===== src/rtl/ret_stack_pkg.sv =====
package ret_stack_pkg;
  localparam int STACK_DEPTH = 2;
  localparam int IDX_W = (STACK_DEPTH > 1) ? $clog2(STACK_DEPTH) : 1;
  localparam int PTR_W = $clog2(STACK_DEPTH + 1);

  typedef struct packed {
    logic             wrEn;    // write pcIn into slot wrIdx
    logic             shiftDn; // overflow: slide entries down, pcIn on top
    logic [IDX_W-1:0] wrIdx;
    logic [IDX_W-1:0] rdIdx;   // slot shown on retAddr
  } stackStrobe_t;
endpackage


===== src/rtl/ret_stack_ctrl.sv =====
module ret_stack_ctrl
  import ret_stack_pkg::*;
(
  input  logic         clk,
  input  logic         rstN,
  input  logic         callReq,
  input  logic         intAck,
  input  logic         popReq,
  input  logic         intPending,
  output stackStrobe_t strobe,
  output logic         stackFull,
  output logic         intAckOk
);
  logic [PTR_W-1:0] level, levelNext, afterPop;
  logic isEmpty, popDo, pushDo;

  always_comb begin
    stackFull = (level == PTR_W'(STACK_DEPTH));
    isEmpty   = (level == '0);
    intAckOk  = intPending && !stackFull;
    popDo     = popReq && !isEmpty;
    // an ack while full is only honoured if a pop frees a slot first
    pushDo    = callReq || (intAck && (!stackFull || popReq));
    afterPop  = popDo ? level - PTR_W'(1) : level;
    levelNext = afterPop;
    strobe    = '0;
    strobe.rdIdx = isEmpty ? '0 : IDX_W'(level - PTR_W'(1));
    if (pushDo) begin
      if (afterPop == PTR_W'(STACK_DEPTH)) begin
        strobe.shiftDn = 1'b1;
        strobe.wrIdx   = IDX_W'(STACK_DEPTH - 1);
      end else begin
        strobe.wrEn  = 1'b1;
        strobe.wrIdx = IDX_W'(afterPop);
        levelNext    = afterPop + PTR_W'(1);
      end
    end
  end

  always_ff @(posedge clk or negedge rstN) begin
    if (!rstN) level <= '0;
    else       level <= levelNext;
  end

  AST_LEVEL_BOUND: assert property (@(posedge clk) disable iff (!rstN)
    level <= PTR_W'(STACK_DEPTH));
  AST_HOLD_WHEN_FULL: assert property (@(posedge clk) disable iff (!rstN)
    stackFull && intAck && !callReq && !popReq |=> stackFull);
  AST_POP_RELEASES: assert property (@(posedge clk) disable iff (!rstN)
    stackFull && popReq && !callReq && !intAck |=> !stackFull);
  AST_OVERFLOW_FULL: assert property (@(posedge clk) disable iff (!rstN)
    stackFull && callReq && !popReq |=> stackFull);
  AST_EMPTY_POP: assert property (@(posedge clk) disable iff (!rstN)
    isEmpty && popReq && !callReq && !intAck |=> level == '0);
  AST_SWAP_LEVEL: assert property (@(posedge clk) disable iff (!rstN)
    !isEmpty && popReq && callReq |=> level == $past(level));
endmodule


===== src/rtl/ret_stack_data.sv =====
module ret_stack_data
  import ret_stack_pkg::*;
#(
  parameter int PC_W = 10
) (
  input  logic         clk,
  input  logic         rstN,
  input  stackStrobe_t strobe,
  input  logic [PC_W-1:0] pcIn,
  output logic [PC_W-1:0] retAddr
);
  logic [PC_W-1:0] slot [STACK_DEPTH];

  for (genvar i = 0; i < STACK_DEPTH; i++) begin : g_slot
    if (i == STACK_DEPTH - 1) begin : g_top
      always_ff @(posedge clk or negedge rstN) begin
        if (!rstN) slot[i] <= '0;
        else if (strobe.shiftDn || (strobe.wrEn && strobe.wrIdx == IDX_W'(i)))
          slot[i] <= pcIn;
      end
    end else begin : g_low
      always_ff @(posedge clk or negedge rstN) begin
        if (!rstN) slot[i] <= '0;
        else if (strobe.shiftDn) slot[i] <= slot[i+1];
        else if (strobe.wrEn && strobe.wrIdx == IDX_W'(i)) slot[i] <= pcIn;
      end
    end
  end

  assign retAddr = slot[strobe.rdIdx];

  AST_SHIFT_NEWEST: assert property (@(posedge clk) disable iff (!rstN)
    strobe.shiftDn |=> slot[STACK_DEPTH-1] == $past(pcIn));
  if (STACK_DEPTH >= 2) begin : g_shift_chk
    AST_SHIFT_DROPS_OLDEST: assert property (@(posedge clk) disable iff (!rstN)
      strobe.shiftDn |=> slot[STACK_DEPTH-2] == $past(slot[STACK_DEPTH-1]));
  end
endmodule


===== src/rtl/ret_stack.sv =====
module ret_stack
  import ret_stack_pkg::*;
#(
  parameter int PC_W = 10
) (
  input  logic            clk,
  input  logic            rstN,
  input  logic            callReq,
  input  logic            intAck,
  input  logic            popReq,
  input  logic            intPending,
  input  logic [PC_W-1:0] pcIn,
  output logic [PC_W-1:0] retAddr,
  output logic            intAckOk,
  output logic            stackFull
);
  stackStrobe_t strobe;

  ret_stack_ctrl u_ctrl (
    .clk(clk), .rstN(rstN), .callReq(callReq), .intAck(intAck),
    .popReq(popReq), .intPending(intPending), .strobe(strobe),
    .stackFull(stackFull), .intAckOk(intAckOk)
  );

  ret_stack_data #(.PC_W(PC_W)) u_data (
    .clk(clk), .rstN(rstN), .strobe(strobe), .pcIn(pcIn), .retAddr(retAddr)
  );
endmodule


===== config.mk =====
export PLATFORM = sky130hd
export DESIGN_NAME = ret_stack
export DESIGN_NICKNAME = d
export VERILOG_FILES = /design/src/rtl/ret_stack_pkg.sv /design/src/rtl/ret_stack_ctrl.sv /design/src/rtl/ret_stack_data.sv /design/src/rtl/ret_stack.sv
export SDC_FILE = /design/constraint.sdc
export NUM_CORES = 1
export LEC_CHECK = 0
export BUFFER_PORTS_ARGS = -buffer_cell sky130_fd_sc_hd__buf_2
export CAP_MARGIN = 15
export CELL_PAD_IN_SITES_DETAIL_PLACEMENT = 0
export CELL_PAD_IN_SITES_GLOBAL_PLACEMENT = 1
export CORE_MARGIN = 10
export CORE_UTILIZATION = 23
export CTS_CLUSTER_SIZE = 12
export DETAILED_ROUTE_END_ITERATION = 7
export PLACE_DENSITY_LB_ADDON = 0.1
export RECOVER_POWER = 25
export SYNTH_ARGS = -nofsm -noshare
export SYNTH_HDL_FRONTEND = slang
export SYNTH_SLANG_ARGS = --single-unit

===== constraint.sdc =====
create_clock -name clk -period 5.57 [get_ports clk]
set_clock_uncertainty 0.1 [all_clocks]
set_input_delay 0.2785 -clock clk [delete_from_list [all_inputs] [get_ports clk]]
set_output_delay 0.2785 -clock clk [all_outputs]
set_load 0.1 [all_outputs]

# After elaboration in Yosys (flattened, before gate mapping)
# Index checks and enable logic that the tools add are counted.
# totals
regBits	22
latchBits	0
mem_bits_rw	0
mem_bits_ro	0
output_inout_bits	12
elab_cells	35
memories	0
# op_classes
n_addsub	2
mul	0
div_mod_pow	0
order_cmp	1
eq_ne	2
n_shift	0
n_mux	13
n_bitwise	2
n_reduce_logical	12
# ops
operator	count
2-to-1 mux 10 bit	5
2-to-1 mux 2 bit	3
logical AND 1 bit	5
== test 2 bit, second input constant	2
2-to-1 mux 1 bit	4
logical OR 1 bit	3
2-to-1 mux 3 bit	1
adder 2 x 1 -> 2 bit, second input constant	1
>= comparator 2 bit, second input constant	1
zero test 1 bit	2
zero test 2 bit	1
NOT 1 -> 2 bit	1
nonzero test 2 bit	1
subtractor 2 x 1 -> 2 bit, second input constant	1
NOT 1 bit	1

# Longest topological paths before layout
# depth
ltp_word	11
mapped_depth	9

# Cells and area by module
# From an unflattened synthesis, not the netlist that was laid out.
# hier_totals
hier_cells	132
area_unflattened_um2	1293.7
# modules_own_cells
mod	n_inst	cells_per_inst	area_each_um2	seq_area_each_um2
ret_stack_data	1	100	1034.7	500.5
ret_stack_ctrl	1	32	259.0	50.0

# Worst setup path after synthesis
# No wires, ideal clock.
# synth_path
path_type	register to output
from	reg u_ctrl.level[0]
to	out intAckOk
arrival_time_ps	2682
required_time_ps	5192
setup_slack_ps	2510
stages_incl_launch_ff	5
n_path_buf	1
cell_sequence	dfrtp_1 -> buf_2 -> inv_1 -> ha_1 -> nor2b_1
# synth_via
elab_chain_len	3
# synth_lines
item	line_no	source
start: declaration	ret_stack_ctrl.sv:14	logic [PTR_W-1:0] level, levelNext, afterPop;
start signal: assignment	ret_stack_ctrl.sv:42	else level <= levelNext;
== test 2 bit	ret_stack_ctrl.sv:18	stackFull = (level == PTR_W'(STACK_DEPTH));
net stackFull	ret_stack.sv:15	output logic stackFull
zero test 1 bit	ret_stack_ctrl.sv:20	intAckOk = intPending && !stackFull;
logical AND 1 bit	ret_stack_ctrl.sv:20	
end: declaration	ret_stack.sv:14	output logic intAckOk,
# The timed path passes the listed nets, and every way through them passes these cells.

# Worst setup path in the final report
# layout_path
from	reg u_ctrl.level[0]
to	out retAddr[5]
# layout_via
elab_chain_len	6
elab_cells_between_ends	7
# layout_lines
item	line_no	source
subtractor 2 x 1 -> 2 bit / zero test 2 bit (equally long branches)	-	
2-to-1 mux 1 bit *	ret_stack_ctrl.sv:27	strobe.rdIdx = isEmpty ? '0 : IDX_W'(level - PTR_W'(1));
NOT 1 -> 2 bit (not written as such) *	ret_stack_data.sv:30	assign retAddr = slot[strobe.rdIdx];
2-to-1 mux 10 bit (not written as such) * (3 in a row)	ret_stack_data.sv:30	
end: declaration	ret_stack.sv:13	output logic [PC_W-1:0] retAddr,
# Mark *: on every way between the ends. The rest lies on a longest branch, timed or not. The select of a mux whose other input is x is not followed.

==> metrics.csv <==
stage,metric,value,unit
route,drc,0,
route,vias,798,
synth,yosys_most_used_dff,dfrtp_1,
die,die_area,0.008825,sq mm
synth,synth_area_leaders,"dfrtp_1, mux2_2, ha_1",
route,wl_per_cell,15.10,um
synth,synth_top_family_by_area,multiplexers,
global_routing,grt_pass1_vias,876,
worst_setup_path,worstSetupPathType,flip-flop to output port,
synth,synth_seq_cells,22,
sta,finalHoldViolations,0,
clocking,htreeDepth,1,
synth,synthAdderAreaFrac,0.02985,
synth,synth_seq_area_share,0.4378,
worst_setup_path,critPathLaunchType,flip-flop,
synth,synth_edf_count,0,
layout,drive_above_1_share,0.6387,
sta,setup_viol,0,
global_routing,grt_usage,0.07034,
sta,tns,0,ns
synth,synth_cell_types,22,
place,io_buffers,27,
sta,max_freq,383.1,MHz
layout,final_nets,139,
synth,ys_warn_count,0,
synth,synth_compound_area_frac,0.05274,
synth,async_flop_share,1.000,
sta,slew_headroom,0.1681,
worst_setup_path,crit_required,5.19,ns
layout,fillers,564,
min_path,hold_path_class,input pin to flip-flop,
clocking,clk_path_buf_depth,2,
flow_run,maxCapViolations,0,
global_routing,grt_antenna_before_repair,0,
route,drtIter0Drc,24,
synth,synth_top_area_frac,0.4378,
sta,min_period,2.610,ns
worst_setup_path,cp_num_buf_inv,2,
sta,fin_crit_sh,0.4686,
place,dp_hpwl,2078,um
clocking,clock_latency,0.26,ns
synth,synth_area,0.001257,sq mm
place,gp_congestion,0.7000,
die,coreArea,0.005205,sq mm
clocking,cts_setup_buffers,0,
sta,slew_violations,0,
worst_setup_path,critPathCaptureType,output port,
synth,synth_mux_area_frac,0.3910,
synth,syn_inst,91,
synth,yosysMostFrequentCell,mux2_2,
route,dr.pass1.iters,4,
die,die_height,93.94,um
clocking,cts_made_buffers,3,
synth,synth_xor_area_frac,0.006965,
global_routing,grt_pass1_wl,4823,um
layout,area_growth,20.80,%
synth,syn-num-nets,110,
die,dieWidth,93.94,um
sta,worstMarginPinSlew,1.248,ns
worst_setup_path,cp_top_family,adder cells,
worst_setup_path,cpPeakStageDelay,0.57,ns
worst_setup_path,crit_fanout,10,
global_routing,overflow,0,
synth,yosysTopAreaCell,dfrtp_1,
clocking,numClockSinks,22,
sta,rsz0062_at_grt,no,
global_routing,grt_max_degree,23,
clocking,cts-root-buf,clkbuf_8,
layout,diodes,0,
synth,post_synth.cell_area_avg,13.82,sq um
worst_setup_path,critPathArrivalTime,2.23,ns
outcome,status,finished clean,
worst_setup_path,slowest_stage,ha_1,
clocking,clk_pin_slew,0.08,ns
route,antenna_left,0,
die,rows,26,
worst_setup_path,path_cells,inv_1 > ha_1 > mux2_2 > buf_2,
route,avgViaCountPerCell,4.222,
route,routed_wl,2854,um
die,io_pins,28,
synth,synth_common_cells,"mux2_2, dfrtp_1, ha_1, mux2i_1, nand2b_1",
die,start_util,0.2416,
synth,synthSimpleGateAreaFrac,0.05572,
clocking,tritoncts,built,
routing by layer:
metal,GRT usage,routed length [um]
met3,0.02078,113
met5,0,0
met4,0.03038,25
met1,0.08682,1396
met2,0.1106,1318
state kept, by name, indices dropped and copies added, names as in the netlist:
register and cells:
u_data.slot 20, u_ctrl.level 2
cell usage in the layout (no fill, tap or decap), types with 2 or more instances in the layout:
| master | instances |
|---|---|
| buf_2 | 26 |
| mux2i_1 | 3 |
| inv_1 | 2 |
| clkbuf_8 | 4 |
| nand2b_1 | 3 |
| mux2_2 | 41 |
| ha_1 | 3 |
| dfrtp_1 | 22 |
final timing paths:
path                       slack, ns  cells past startpoint               to            start
max reg2reg                     2.96                      6   u_data.slot[2]  u_ctrl.level[0]
min reg2reg                     0.41                      1  u_data.slot[16]  u_data.slot[16]
max                             2.96                      4       retAddr[5]  u_ctrl.level[0]
min in group asynchronous       0.70                      2  u_data.slot[14]             rstN
min                             0.16                      2   u_data.slot[4]          pcIn[4]
max in group asynchronous       3.92                      2  u_data.slot[16]             rstN
layout make-up:
| type | instances | area, sq um | share of cell area |
|---|---|---|---|
| clock buffer | 4 | 55.05 | 0.03624 |
| sequential | 22 | 550.5 | 0.3624 |
| timing repair buffer | 28 | 143.9 | 0.09473 |
| multi-input combinational | 63 | 674.4 | 0.4440 |
| inverter | 2 | 7.507 | 0.004942 |
| tap | 70 | 87.58 | 0.05766 |
through the flow:
stage          setup WS, ns  utilization  instances  hold WS (ns)  cell area (sq um)
2_1_floorplan         2.510            -         91       -0.1171               1257
3_3_place_gp          2.979       0.2796        184        0.1901               1455
3_5_place_dp          2.940       0.2796        184        0.1960               1455
4_1_cts               2.929       0.2921        189        0.1480               1520
5_1_grt               2.762       0.2918        189        0.1541               1519
6_report              2.960       0.2918        189        0.1594               1519
cells by family after synthesis:
logic type / Yosys count
fa+ha+maj: 3
flops: 22
buf+inv: 6
simple gates: 9
xor+xnor: 1
mux: 44
compound gates: 6
timing repair:
action,in CTS,in global routing
hold buffers,1,0
resized for setup,0,0
hold endpoints to repair,22,0
Power is left out: the tool's default activity adds up to more than one toggle a clock period on the data nets, which glitch-free logic cannot reach.
